===== src/rtl/wi_pkg.sv =====
package wi_pkg;
    typedef enum logic [1:0] {
        MODE_NONE = 2'd0,
        MODE_RD   = 2'd1,
        MODE_RW   = 2'd2
    } mode_e;

    typedef enum logic [1:0] {
        KIND_HIT  = 2'd0,
        KIND_FILL = 2'd1,
        KIND_UPG  = 2'd2,
        KIND_XFER = 2'd3
    } kind_e;

    typedef enum logic {
        ST_IDLE = 1'b0,
        ST_WAIT = 1'b1
    } st_e;
endpackage


===== src/rtl/wi_arb.sv =====
module wi_arb #(
    parameter int NODES = 4
) (
    input  logic                      clk,
    input  logic                      rst_n,
    input  logic                      en,
    input  logic [NODES-1:0]          valid,
    output logic [NODES-1:0]          grant,
    output logic [$clog2(NODES)-1:0]  idx,
    output logic                      any
);
    localparam int NW = $clog2(NODES);

    always_comb begin
        idx = '0;
        for (int i = NODES - 1; i >= 0; i--) begin
            if (valid[i]) idx = NW'(i);
        end
        any   = |valid;
        grant = (en && any) ? (NODES'(1) << idx) : '0;
    end

    // lowest-numbered valid requester wins
    assert_low_wins_R8: assert property (@(posedge clk) disable iff (!rst_n)
        (grant != '0) |-> ((valid & (grant - NODES'(1))) == '0));

    assert_grant_is_valid_R8: assert property (@(posedge clk) disable iff (!rst_n)
        ((grant & ~valid) == '0));
endmodule


===== src/rtl/wi_table.sv =====
module wi_table
    import wi_pkg::*;
#(
    parameter int NODES = 4,
    parameter int PAGES = 4
) (
    input  logic                              clk,
    input  logic                              rst_n,
    input  logic [$clog2(PAGES)-1:0]          rd_page,
    output logic [NODES-1:0][1:0]             rd_modes,
    output logic [$clog2(NODES)-1:0]          rd_owner,
    input  logic                              fill_en,
    input  logic                              clr_en,
    input  logic                              take_en,
    input  logic [$clog2(PAGES)-1:0]          op_page,
    input  logic [$clog2(NODES)-1:0]          op_node,
    input  logic [NODES-1:0]                  clr_mask
);
    localparam int NW = $clog2(NODES);

    typedef struct packed {
        logic [PAGES-1:0][NODES-1:0][1:0] mode;
        logic [PAGES-1:0][NW-1:0]         owner;
    } tab_t;

    tab_t tab_d, tab_q;
    logic [NW-1:0] cur_own;

    always_comb begin
        tab_d   = tab_q;
        cur_own = tab_q.owner[op_page];
        if (fill_en) begin
            tab_d.mode[op_page][op_node] = MODE_RD;
            if (tab_q.mode[op_page][cur_own] == MODE_RW && cur_own != op_node)
                tab_d.mode[op_page][cur_own] = MODE_RD;
        end
        if (clr_en) begin
            for (int i = 0; i < NODES; i++) begin
                if (clr_mask[i]) tab_d.mode[op_page][i] = MODE_NONE;
            end
        end
        if (take_en) begin
            tab_d.mode[op_page][op_node] = MODE_RW;
            tab_d.owner[op_page]         = op_node;
        end
    end

    always_ff @(posedge clk) begin
        if (!rst_n) begin
            for (int p = 0; p < PAGES; p++) begin
                tab_q.owner[p] <= NW'(p % NODES);
                for (int n = 0; n < NODES; n++) begin
                    tab_q.mode[p][n] <= (n == p % NODES) ? MODE_RW : MODE_NONE;
                end
            end
        end else begin
            tab_q <= tab_d;
        end
    end

    assign rd_modes = tab_q.mode[rd_page];
    assign rd_owner = tab_q.owner[rd_page];

    for (genvar p = 0; p < PAGES; p++) begin : g_pg
        logic [NODES-1:0] rw_bits;
        always_comb begin
            for (int n = 0; n < NODES; n++) rw_bits[n] = (tab_q.mode[p][n] == MODE_RW);
        end
        // at most one writable copy per page
        assert_single_writer_R6: assert property (@(posedge clk) disable iff (!rst_n)
            $countones(rw_bits) <= 1);
    end
endmodule


===== src/rtl/wi_dir.sv =====
module wi_dir
    import wi_pkg::*;
#(
    parameter int NODES = 4,
    parameter int PAGES = 4,
    localparam int NW = $clog2(NODES),
    localparam int PW = $clog2(PAGES)
) (
    input  logic                 clk,
    input  logic                 rst_n,
    input  logic [NODES-1:0]     req_valid,
    input  logic [NODES-1:0]     req_write,
    input  logic [NODES*PW-1:0]  req_page,
    output logic [NODES-1:0]     req_ready,
    output logic [NODES-1:0]     inv_valid,
    output logic [PW-1:0]        inv_page,
    input  logic [NODES-1:0]     inv_ack,
    output logic                 gnt_valid,
    output logic [NW-1:0]        gnt_node,
    output logic [PW-1:0]        gnt_page,
    output logic [1:0]           gnt_kind,
    output logic [NW-1:0]        gnt_from
);
    typedef struct packed {
        st_e              st;
        logic [NODES-1:0] pend;
        logic [NW-1:0]    node;
        logic [PW-1:0]    page;
        logic             gv;
        logic [NW-1:0]    gnode;
        logic [PW-1:0]    gpage;
        kind_e            gkind;
        logic [NW-1:0]    gfrom;
    } ctl_t;

    ctl_t d, q;

    logic                   arb_en, arb_any;
    logic [NODES-1:0]       arb_grant;
    logic [NW-1:0]          arb_idx;
    logic [PW-1:0]          sel_page, lk_page;
    logic [NODES-1:0][1:0]  rd_modes;
    logic [NW-1:0]          rd_owner;
    logic                   t_fill, t_clr, t_take;
    logic [PW-1:0]          t_page;
    logic [NW-1:0]          t_node;
    logic [NODES-1:0]       t_mask;
    logic [NODES-1:0]       holders;
    logic [1:0]             my_mode;
    logic                   my_wr;

    assign arb_en = (q.st == ST_IDLE);

    wi_arb #(.NODES(NODES)) u_arb (
        .clk   (clk),
        .rst_n (rst_n),
        .en    (arb_en),
        .valid (req_valid),
        .grant (arb_grant),
        .idx   (arb_idx),
        .any   (arb_any)
    );

    assign sel_page = req_page[arb_idx*PW +: PW];
    assign lk_page  = (q.st == ST_IDLE) ? sel_page : q.page;

    wi_table #(.NODES(NODES), .PAGES(PAGES)) u_tab (
        .clk      (clk),
        .rst_n    (rst_n),
        .rd_page  (lk_page),
        .rd_modes (rd_modes),
        .rd_owner (rd_owner),
        .fill_en  (t_fill),
        .clr_en   (t_clr),
        .take_en  (t_take),
        .op_page  (t_page),
        .op_node  (t_node),
        .clr_mask (t_mask)
    );

    always_comb begin
        for (int i = 0; i < NODES; i++) holders[i] = (rd_modes[i] != MODE_NONE);
    end

    always_comb begin
        d       = q;
        d.gv    = 1'b0;
        t_fill  = 1'b0;
        t_clr   = 1'b0;
        t_take  = 1'b0;
        t_page  = q.page;
        t_node  = q.node;
        t_mask  = '0;
        my_mode = rd_modes[arb_idx];
        my_wr   = req_write[arb_idx];
        case (q.st)
            ST_IDLE: begin
                if (arb_any) begin
                    d.node  = arb_idx;
                    d.page  = sel_page;
                    d.gnode = arb_idx;
                    d.gpage = sel_page;
                    t_page  = sel_page;
                    t_node  = arb_idx;
                    if ((!my_wr && my_mode != MODE_NONE) || (my_wr && my_mode == MODE_RW)) begin
                        d.gv    = 1'b1;
                        d.gkind = KIND_HIT;
                        d.gfrom = arb_idx;
                    end else if (!my_wr) begin
                        t_fill  = 1'b1;
                        d.gv    = 1'b1;
                        d.gkind = KIND_FILL;
                        d.gfrom = rd_owner;
                    end else begin
                        d.pend = holders & ~(NODES'(1) << arb_idx);
                        d.st   = ST_WAIT;
                    end
                end
            end
            ST_WAIT: begin
                if (q.pend == '0) begin
                    t_take  = 1'b1;
                    d.gv    = 1'b1;
                    d.gnode = q.node;
                    d.gpage = q.page;
                    d.gkind = (rd_owner == q.node) ? KIND_UPG : KIND_XFER;
                    d.gfrom = rd_owner;
                    d.st    = ST_IDLE;
                end else begin
                    t_clr  = 1'b1;
                    t_mask = q.pend & inv_ack;
                    d.pend = q.pend & ~inv_ack;
                end
            end
            default: d.st = ST_IDLE;
        endcase
    end

    always_ff @(posedge clk) begin
        if (!rst_n) begin
            q       <= '0;
            q.st    <= ST_IDLE;
            q.gkind <= KIND_HIT;
        end else begin
            q <= d;
        end
    end

    assign req_ready = arb_grant;
    assign inv_valid = (q.st == ST_WAIT) ? q.pend : '0;
    assign inv_page  = q.page;
    assign gnt_valid = q.gv;
    assign gnt_node  = q.gnode;
    assign gnt_page  = q.gpage;
    assign gnt_kind  = q.gkind;
    assign gnt_from  = q.gfrom;

    assert_ready_onehot_R8: assert property (@(posedge clk) disable iff (!rst_n)
        $onehot0(req_ready));

    assert_busy_blocks_R8: assert property (@(posedge clk) disable iff (!rst_n)
        (q.st == ST_WAIT) |-> (req_ready == '0));

    assert_inv_after_write_R4: assert property (@(posedge clk) disable iff (!rst_n)
        $rose(|inv_valid) |-> $past(|(req_ready & req_write)));

    assert_pend_shrinks_R5: assert property (@(posedge clk) disable iff (!rst_n)
        (q.st == ST_WAIT && $past(q.st == ST_WAIT)) |-> ((inv_valid & ~$past(inv_valid)) == '0));

    assert_grant_after_acks_R5: assert property (@(posedge clk) disable iff (!rst_n)
        (gnt_valid && (gnt_kind == KIND_UPG || gnt_kind == KIND_XFER))
            |-> $past(q.st == ST_WAIT && inv_valid == '0));

    assert_owner_holds_R1: assert property (@(posedge clk) disable iff (!rst_n)
        (q.st == ST_IDLE) |-> (rd_modes[rd_owner] != MODE_NONE));
endmodule


===== config.mk =====
export PLATFORM = sky130hd
export DESIGN_NAME = wi_dir
export DESIGN_NICKNAME = d
export VERILOG_FILES = /design/src/rtl/wi_pkg.sv /design/src/rtl/wi_arb.sv /design/src/rtl/wi_table.sv /design/src/rtl/wi_dir.sv
export SDC_FILE = /design/constraint.sdc
export NUM_CORES = 1
export LEC_CHECK = 0
export ABC_CLOCK_PERIOD_IN_PS = 3500
export BUFFER_PORTS_ARGS = -buffer_cell sky130_fd_sc_hd__buf_2
export CORE_AREA = 3 3 115 117
export CTS_CLUSTER_DIAMETER = 40
export DETAILED_ROUTE_END_ITERATION = 8
export DIE_AREA = 0 0 118 120
export RECOVER_POWER = 100
export SLEW_MARGIN = 20
export SYNTH_ARGS = -nofsm -noshare
export SYNTH_HDL_FRONTEND = slang
export SYNTH_SLANG_ARGS = --single-unit

===== constraint.sdc =====
create_clock -name clk -period 3.5 [get_ports clk]
set_input_delay 0.35 -clock clk [delete_from_list [all_inputs] [get_ports clk]]
set_output_delay 0.35 -clock clk [all_outputs]
set_load 0.1 [all_outputs]

==> metrics.csv, run 1 <==
stage,metric,value,unit
run_status,status,"finished, final reports clean",
route,dr.pass1.iters,5,
timing,maxSlewViolCount,0,
floorplan,pin_count,41,
timing,fin_tns_setup,0,ns
yosys,synth-adder-area-share,0,%
timing,final.setup_skew,0.00897,ns
finish,fin_nets,559,
yosys,synthesis.area,0.00413,mm²
global_routing,antenna_found_initial,0,
global_routing,grt_pass1_wl,21600,µm
clock_tree,clock-root-buffer,clkbuf_16,
finish,multi_input_area,0.00271,mm²
run,max_cap_violations,0,
clock_tree,htree_levels,3,
yosys,synth_top_family_by_area,compound AO/OA/AOI/OAI gates,
route,vias,4012,
global_routing,grt_remaining_overflow,0,
clock_tree,cts_setup_buffers,0,
route,avgRoutedWirePerCell,18.6,µm
floorplan,core_area,0.0125,mm²
timing,maxSlewHeadroom,15.3,%
finish,area_growth,14.9,%
critical_path,cp_cell_sequence,clkinv_1 > and4_1 > a21oi_2 > mux2i_1 > o22ai_1 > nor4b_1 > buf_4 > nand3_4 > a21o_1 > a221o_1,
pwr,pwr_density_cell,560,mW/mm²
pwr,total_power,2.66,mW
yosys,postSynthCellCount,501,
floorplan,start_util,33.1,%
global_routing,grt_pass1_vias,3949,
global_routing,grt_usage,19.0,%
critical_path,crit_path_end_kind,flop,
timing,worstMarginPinSlew,1.27,ns
floorplan,die_height,120,µm
route,drc_errors,0,
timing,period_minus_slack,3.20,ns
critical_path,start_kind,flop,
critical_path,crit_type,flop to flop,
clock_tree,cts_tree,done,
critical_path,cpPeakStageDelay,0.40,ns
placed_design,dp_hpwl,10100,µm
critical_path,critical_path_buf_inv_count,2,
placed_design,globalplace.congestion,0.929,
finish,fillCellCount,1307,
yosys,synth_cell_types,77,
clock_tree,clk_pin_slew_worst_paths,0.05,ns
floorplan,die_w,118,µm
floorplan,dieArea,0.0142,mm²
yosys,ys_ff_latch,58,
clock_tree,cts.sinks,58,
timing,rsz0062_at_grt,false,
critical_path,cp_slowest_cell,nor4b_1,
yosys,synth_top_area_share,28.1,%
yosys,synth_area_leaders,"dfxtp_1 28%, nand2_1 5.7%, mux2i_1 5.3%",
route,routed_wl,13300,µm
timing,final_min_period_over_clock_period,91.5,%
route,routed_via_density,5.63,
pwr,ir_worst_vdd,0.315,mV
critical_path,worst-path-max-fanout,15,
global_routing,grt_max_degree,32,
finish,drive_gt1_share,20.0,%
worst_hold_path,holdCritPathClass,input port to flop,
floorplan,row_count,41,
clock_tree,insertion_delay,0.33,ns
critical_path,worstPathArrival,3.41,ns
critical_path,crit_family,compound AO/OA/AOI/OAI gates,
critical_path,critPathRequiredTime,3.71,ns
placed_design,port_buffers,40,
yosys,synth_enable_flop_cells,0,
route,ant_nets,0,
finish,antennaDiodeCount,0,
yosys,synthArstFlopShare,0,%
yosys,synth_warnings,0,
timing,setup-violations-final,0,
finish,regArea,0.00116,mm²
pwr,p_leak,1.69,nW
yosys,synthTopCellsByCount,"63 x nand2_1, 58 x dfxtp_1, 54 x nor2_1, 31 x a21oi_1, 25 x o21ai_0",
yosys,synthMuxAreaShare,8.33,%
yosys,ys.flop_type,dfxtp_1,
timing,max_freq,312,MHz
yosys,syn_nets,523,
clock_tree,numCtsBuffers,9,
clock_tree,cts_hold_buf,0,
route,drt-initial-drc-count,383,
yosys,synth_xor_area_share,0.424,%
yosys,yosysSeqAreaShare,28.1,%
timing,finalHoldViolCount,0,
yosys,synthSimpleGateAreaFrac,28.7,%
yosys,synth_largest_area_cell,dfxtp_1,
clock_tree,post_cts_resized,0,
yosys,synthMostInstantiatedCell,nand2_1,
yosys,synth_area_per_cell,8.25,µm²
clock_tree,clockBufferDepth,2,
yosys,synth_compound_area_share,28.7,%
==> power breakdown <==
part	total [mW]	switching (mW)	internal [mW]
registers	0.770	0.0537	0.716
logic	1.03	0.711	0.321
clock network	0.857	0.315	0.542
total	2.66	1.08	1.58
==> layout make-up <==
cell class | instances | share of cell area, %
flip-flops and latches | 58 | 24.5
multi-input cells | 401 | 57.1
clock buffers | 9 | 4.74
clock inverters | 6 | 1.24
inverters | 3 | 0.237
well taps | 172 | 4.53
repair buffers | 64 | 7.69
==> metrics by stage <==
step	hold WS [ns]	std cells	utilization, %	setup slack [ns]	instance area (µm²)
6_report	0.349	713	38.1	0.296	4750
5_1_grt	0.345	713	38.1	0.0816	4750
4_1_cts	0.340	713	38.5	0.403	4800
3_5_place_dp	0.483	698	36.2	0.0718	4520
3_3_place_gp	0.467	698	36.2	0.136	4520
2_1_floorplan	0.456	501	-	0.407	4130
==> path summary, 6_finish.rpt <==
path              slack, ns  depth (start not counted)                         to                from
setup reg to reg       0.30                         10  u_tab.tab_q[9]$_SDFF_PN1_    q[17]$_SDFF_PN0_
hold / removal         0.35                          4         q[16]$_SDFFE_PN0P_          inv_ack[3]
hold reg to reg        0.49                          2         q[13]$_SDFFE_PN0P_  q[13]$_SDFFE_PN0P_
setup / recovery       0.30                         10  u_tab.tab_q[9]$_SDFF_PN1_    q[17]$_SDFF_PN0_
==> tightest hold or removal path, cell delays in order <==
cell and delay [ns]:
buf_2 0.09, nand2_1 0.05, nand3_1 0.07, a21oi_1 0.06
==> routing by layer <==
metal / GRT usage (%) / part of all wire [%] / wire length (µm)
met2: 31.0 / 46 / 6090
met3: 3.77 / 5.7 / 754
met5: 0 / 0 / 0
met4: 5.71 / 1.9 / 251
met1: 25.6 / 47 / 6190
==> logic make-up after synthesis <==
logic type      after synthesis
buf+inv                      42
simple gates                223
flops                        58
xor+xnor                      2
mux                          29
compound gates              147
==> layout by cell type (no fill, tap or decap), types with 3 or more instances in the layout <==
cell | netlist | final
o211a_1 | 3 | 3
nand3b_1 | 3 | 3
clkinv_2 | 0 | 4
dfxtp_1 | 58 | 58
o21ai_0 | 25 | 26
nor2_1 | 54 | 54
clkbuf_1 | 18 | 20
nand2b_1 | 21 | 21
a221o_1 | 3 | 3
nand4_1 | 8 | 8
nand3_1 | 15 | 15
a21oi_1 | 31 | 31
buf_2 | 6 | 21
buf_4 | 10 | 22
o221a_2 | 17 | 17
o31ai_1 | 5 | 5
mux4_2 | 4 | 4
a31oi_1 | 11 | 11
clkbuf_16 | 0 | 9
nor3_1 | 9 | 9
o311ai_0 | 3 | 3
o22ai_1 | 6 | 7
o32ai_1 | 3 | 3
nor2b_1 | 6 | 6
and3_1 | 7 | 7
and2_1 | 14 | 14
a211oi_1 | 3 | 3
mux2i_1 | 22 | 22
nand2_1 | 63 | 63
Note: power is estimated with default switching activity, not from simulation.
==> run 2: changes to the inputs <==
--- a/config.mk
+++ b/config.mk
@@ -12,6 +12,7 @@
 export DETAILED_ROUTE_END_ITERATION = 8
 export DIE_AREA = 0 0 118 120
 export RECOVER_POWER = 100
+export SETUP_SLACK_MARGIN = 0.3
 export SLEW_MARGIN = 20
 export SYNTH_ARGS = -nofsm -noshare
 export SYNTH_HDL_FRONTEND = slang
==> run 2 against run 1 <==
Clock skew about the same. Utilization increased by 0.57 points. Sequential power about the same. Worst setup slack improved by 0.041 ns. Cell area increased by 1.5%. Largest cell class unchanged.
==> metrics.csv, run 2 (synthesis gave the netlist of run 1 again) <==
stage,metric,value,unit
critical_path,startpoint,req_valid[1],
placed_design,dp_slack,0.0718,ns
placed_design,dp_hpwl,10100,µm
route,routed_wl,13300,µm
route,dr.pass1.iters,7,
timing,rsz0062_at_grt,false,
finish,final_cell_mix,"62 x nand2_1, 58 x dfxtp_1, 54 x nor2_1",
timing,maxSlewViolCount,0,
floorplan,pin_count,41,
global_routing,grt_pass1_vias,3949,
global_routing,use_met3,3.77,%
floorplan,dieArea,0.0142,mm²
floorplan,die_height,120,µm
route,routed_via_density,5.69,
critical_path,worstPathArrival,3.37,ns
critical_path,worst-path-max-fanout,14,
critical_path,start_kind,input port,
run,max_cap_violations,0,
route,ant_nets,0,
placed_design,port_buffers,40,
critical_path,r2r_start,q[17]$_SDFF_PN0_,
global_routing,grt_usage,19.0,%
placed_design,globalplace.congestion,0.929,
clock_tree,clock-root-buffer,clkbuf_16,
finish,fin_area,0.00482,mm²
critical_path,crit_type,input port to flop,
global_routing,busiest_layer,met2,
finish,drive_gt1_share,21.5,%
finish,area_growth,16.7,%
clock_tree,numCtsBuffers,9,
clock_tree,insertion_delay,0.33,ns
timing,finalHoldViolCount,0,
route,drc_errors,0,
finish,fin_nets,561,
timing,period_minus_slack,3.16,ns
critical_path,critPathRequiredTime,3.71,ns
timing,fin_tns_setup,0,ns
run_status,status,"finished, final reports clean",
pwr,p_leak,1.71,nW
timing,fin_ws,0.337,ns
floorplan,start_util,33.1,%
global_routing,grt_max_degree,32,
worst_hold_path,holdCritPathClass,input port to flop,
timing,final_min_period_over_clock_period,90.4,%
global_routing,grt.met1_usage,25.6,%
timing,setup-violations-final,0,
clock_tree,cts_tree,done,
timing,maxSlewHeadroom,15.5,%
finish,fillCellCount,1294,
finish,antennaDiodeCount,0,
pwr,pwr_density_cell,554,mW/mm²
route,avgRoutedWirePerCell,18.6,µm
floorplan,core_area,0.0125,mm²
clock_tree,cts_hold_buf,0,
route,vias,4068,
placed_design,place_area,0.00452,mm²
global_routing,grt_remaining_overflow,0,
critical_path,crit_path_end_kind,flop,
clock_tree,clockBufferDepth,2,
floorplan,die_w,118,µm
timing,final.setup_skew,0.00917,ns
global_routing,grt_pass1_wl,21600,µm
global_routing,antenna_found_initial,0,
route,drt-initial-drc-count,384,
pwr,ir_worst_vdd,0.316,mV
timing,max_freq,316,MHz
timing,worstMarginPinSlew,1.27,ns
floorplan,row_count,41,
finish,final_common_cell,nand2_1,
clock_tree,clk_pin_slew_worst_paths,0.05,ns
clock_tree,htree_levels,3,
clock_tree,cts.sinks,58,
global_routing,use_met2,31.0,%
worst_hold_path,worstHoldStart,inv_ack[3],
timing,holdWs,0.351,ns
==> run 2: cell count changes in the layout (fill, tap and decap cells not counted), sizes merged <==
cell,before,now
clkbuf,29,28
buf,44,47
clkinv,7,6
clkinvlp,0,1
==> run 2: worst max-delay path: stages <==
cell and delay [ns]:
buf_2 0.19, or4b_4 0.60, and4_1 0.28, a21oi_4 0.24
mux2i_1 0.28, o22ai_1 0.18, nor4b_1 0.40, buf_4 0.25
nand3_4 0.13, a21o_1 0.18, a221o_1 0.28
==> run 2: timing repair <==
action,in CTS,in global routing
gates resized for setup,0,10
buffers inserted,0,2
hold endpoints to repair,0,0
endpoints found under the setup margin,0,28
==> run 2: metrics by stage <==
step | std cells | power (mW) | utilization (%)
floorplan | 501 | 1.57 | -
global placement | 698 | 1.81 | 36.2
finish | 715 | 2.67 | 38.7
CTS | 713 | 2.67 | 38.5
detailed placement | 698 | 1.82 | 36.2
global route | 715 | 2.80 | 38.7
==> run 2: routing by layer <==
metal	wire length [µm]	part of all wire [%]
met3	864	6.5
met4	246	1.8
met1	6020	45
met2	6170	46
met5	0	0
==> run 2: power breakdown <==
group	internal, mW	leakage, nW	total [mW]	switching, mW
registers	0.716	0.472	0.771	0.0547
clock network	0.542	0.145	0.853	0.312
logic	0.329	1.09	1.05	0.718
total	1.59	1.71	2.67	1.08
==> run 2: layout make-up <==
type                            count  area, µm²  area share [%]
Clock buffer                        9        225            4.67
Clock inverter                      6       58.8            1.22
Inverter                            3       15.0           0.312
Multi-Input combinational cell    401       2760            57.3
Sequential cell                    58       1160            24.1
Tap cell                          172        215            4.47
Timing Repair Buffer               66        384            7.97
==> run 2: path summary, 6_finish.rpt <==
check / endpoint / slack [ns] / depth (start not counted)
max reg2reg: u_tab.tab_q[9]$_SDFF_PN1_ / 0.43 / 10
max: u_tab.tab_q[9]$_SDFF_PN1_ / 0.34 / 11
min reg2reg: q[13]$_SDFFE_PN0P_ / 0.49 / 2
min: q[16]$_SDFFE_PN0P_ / 0.35 / 4
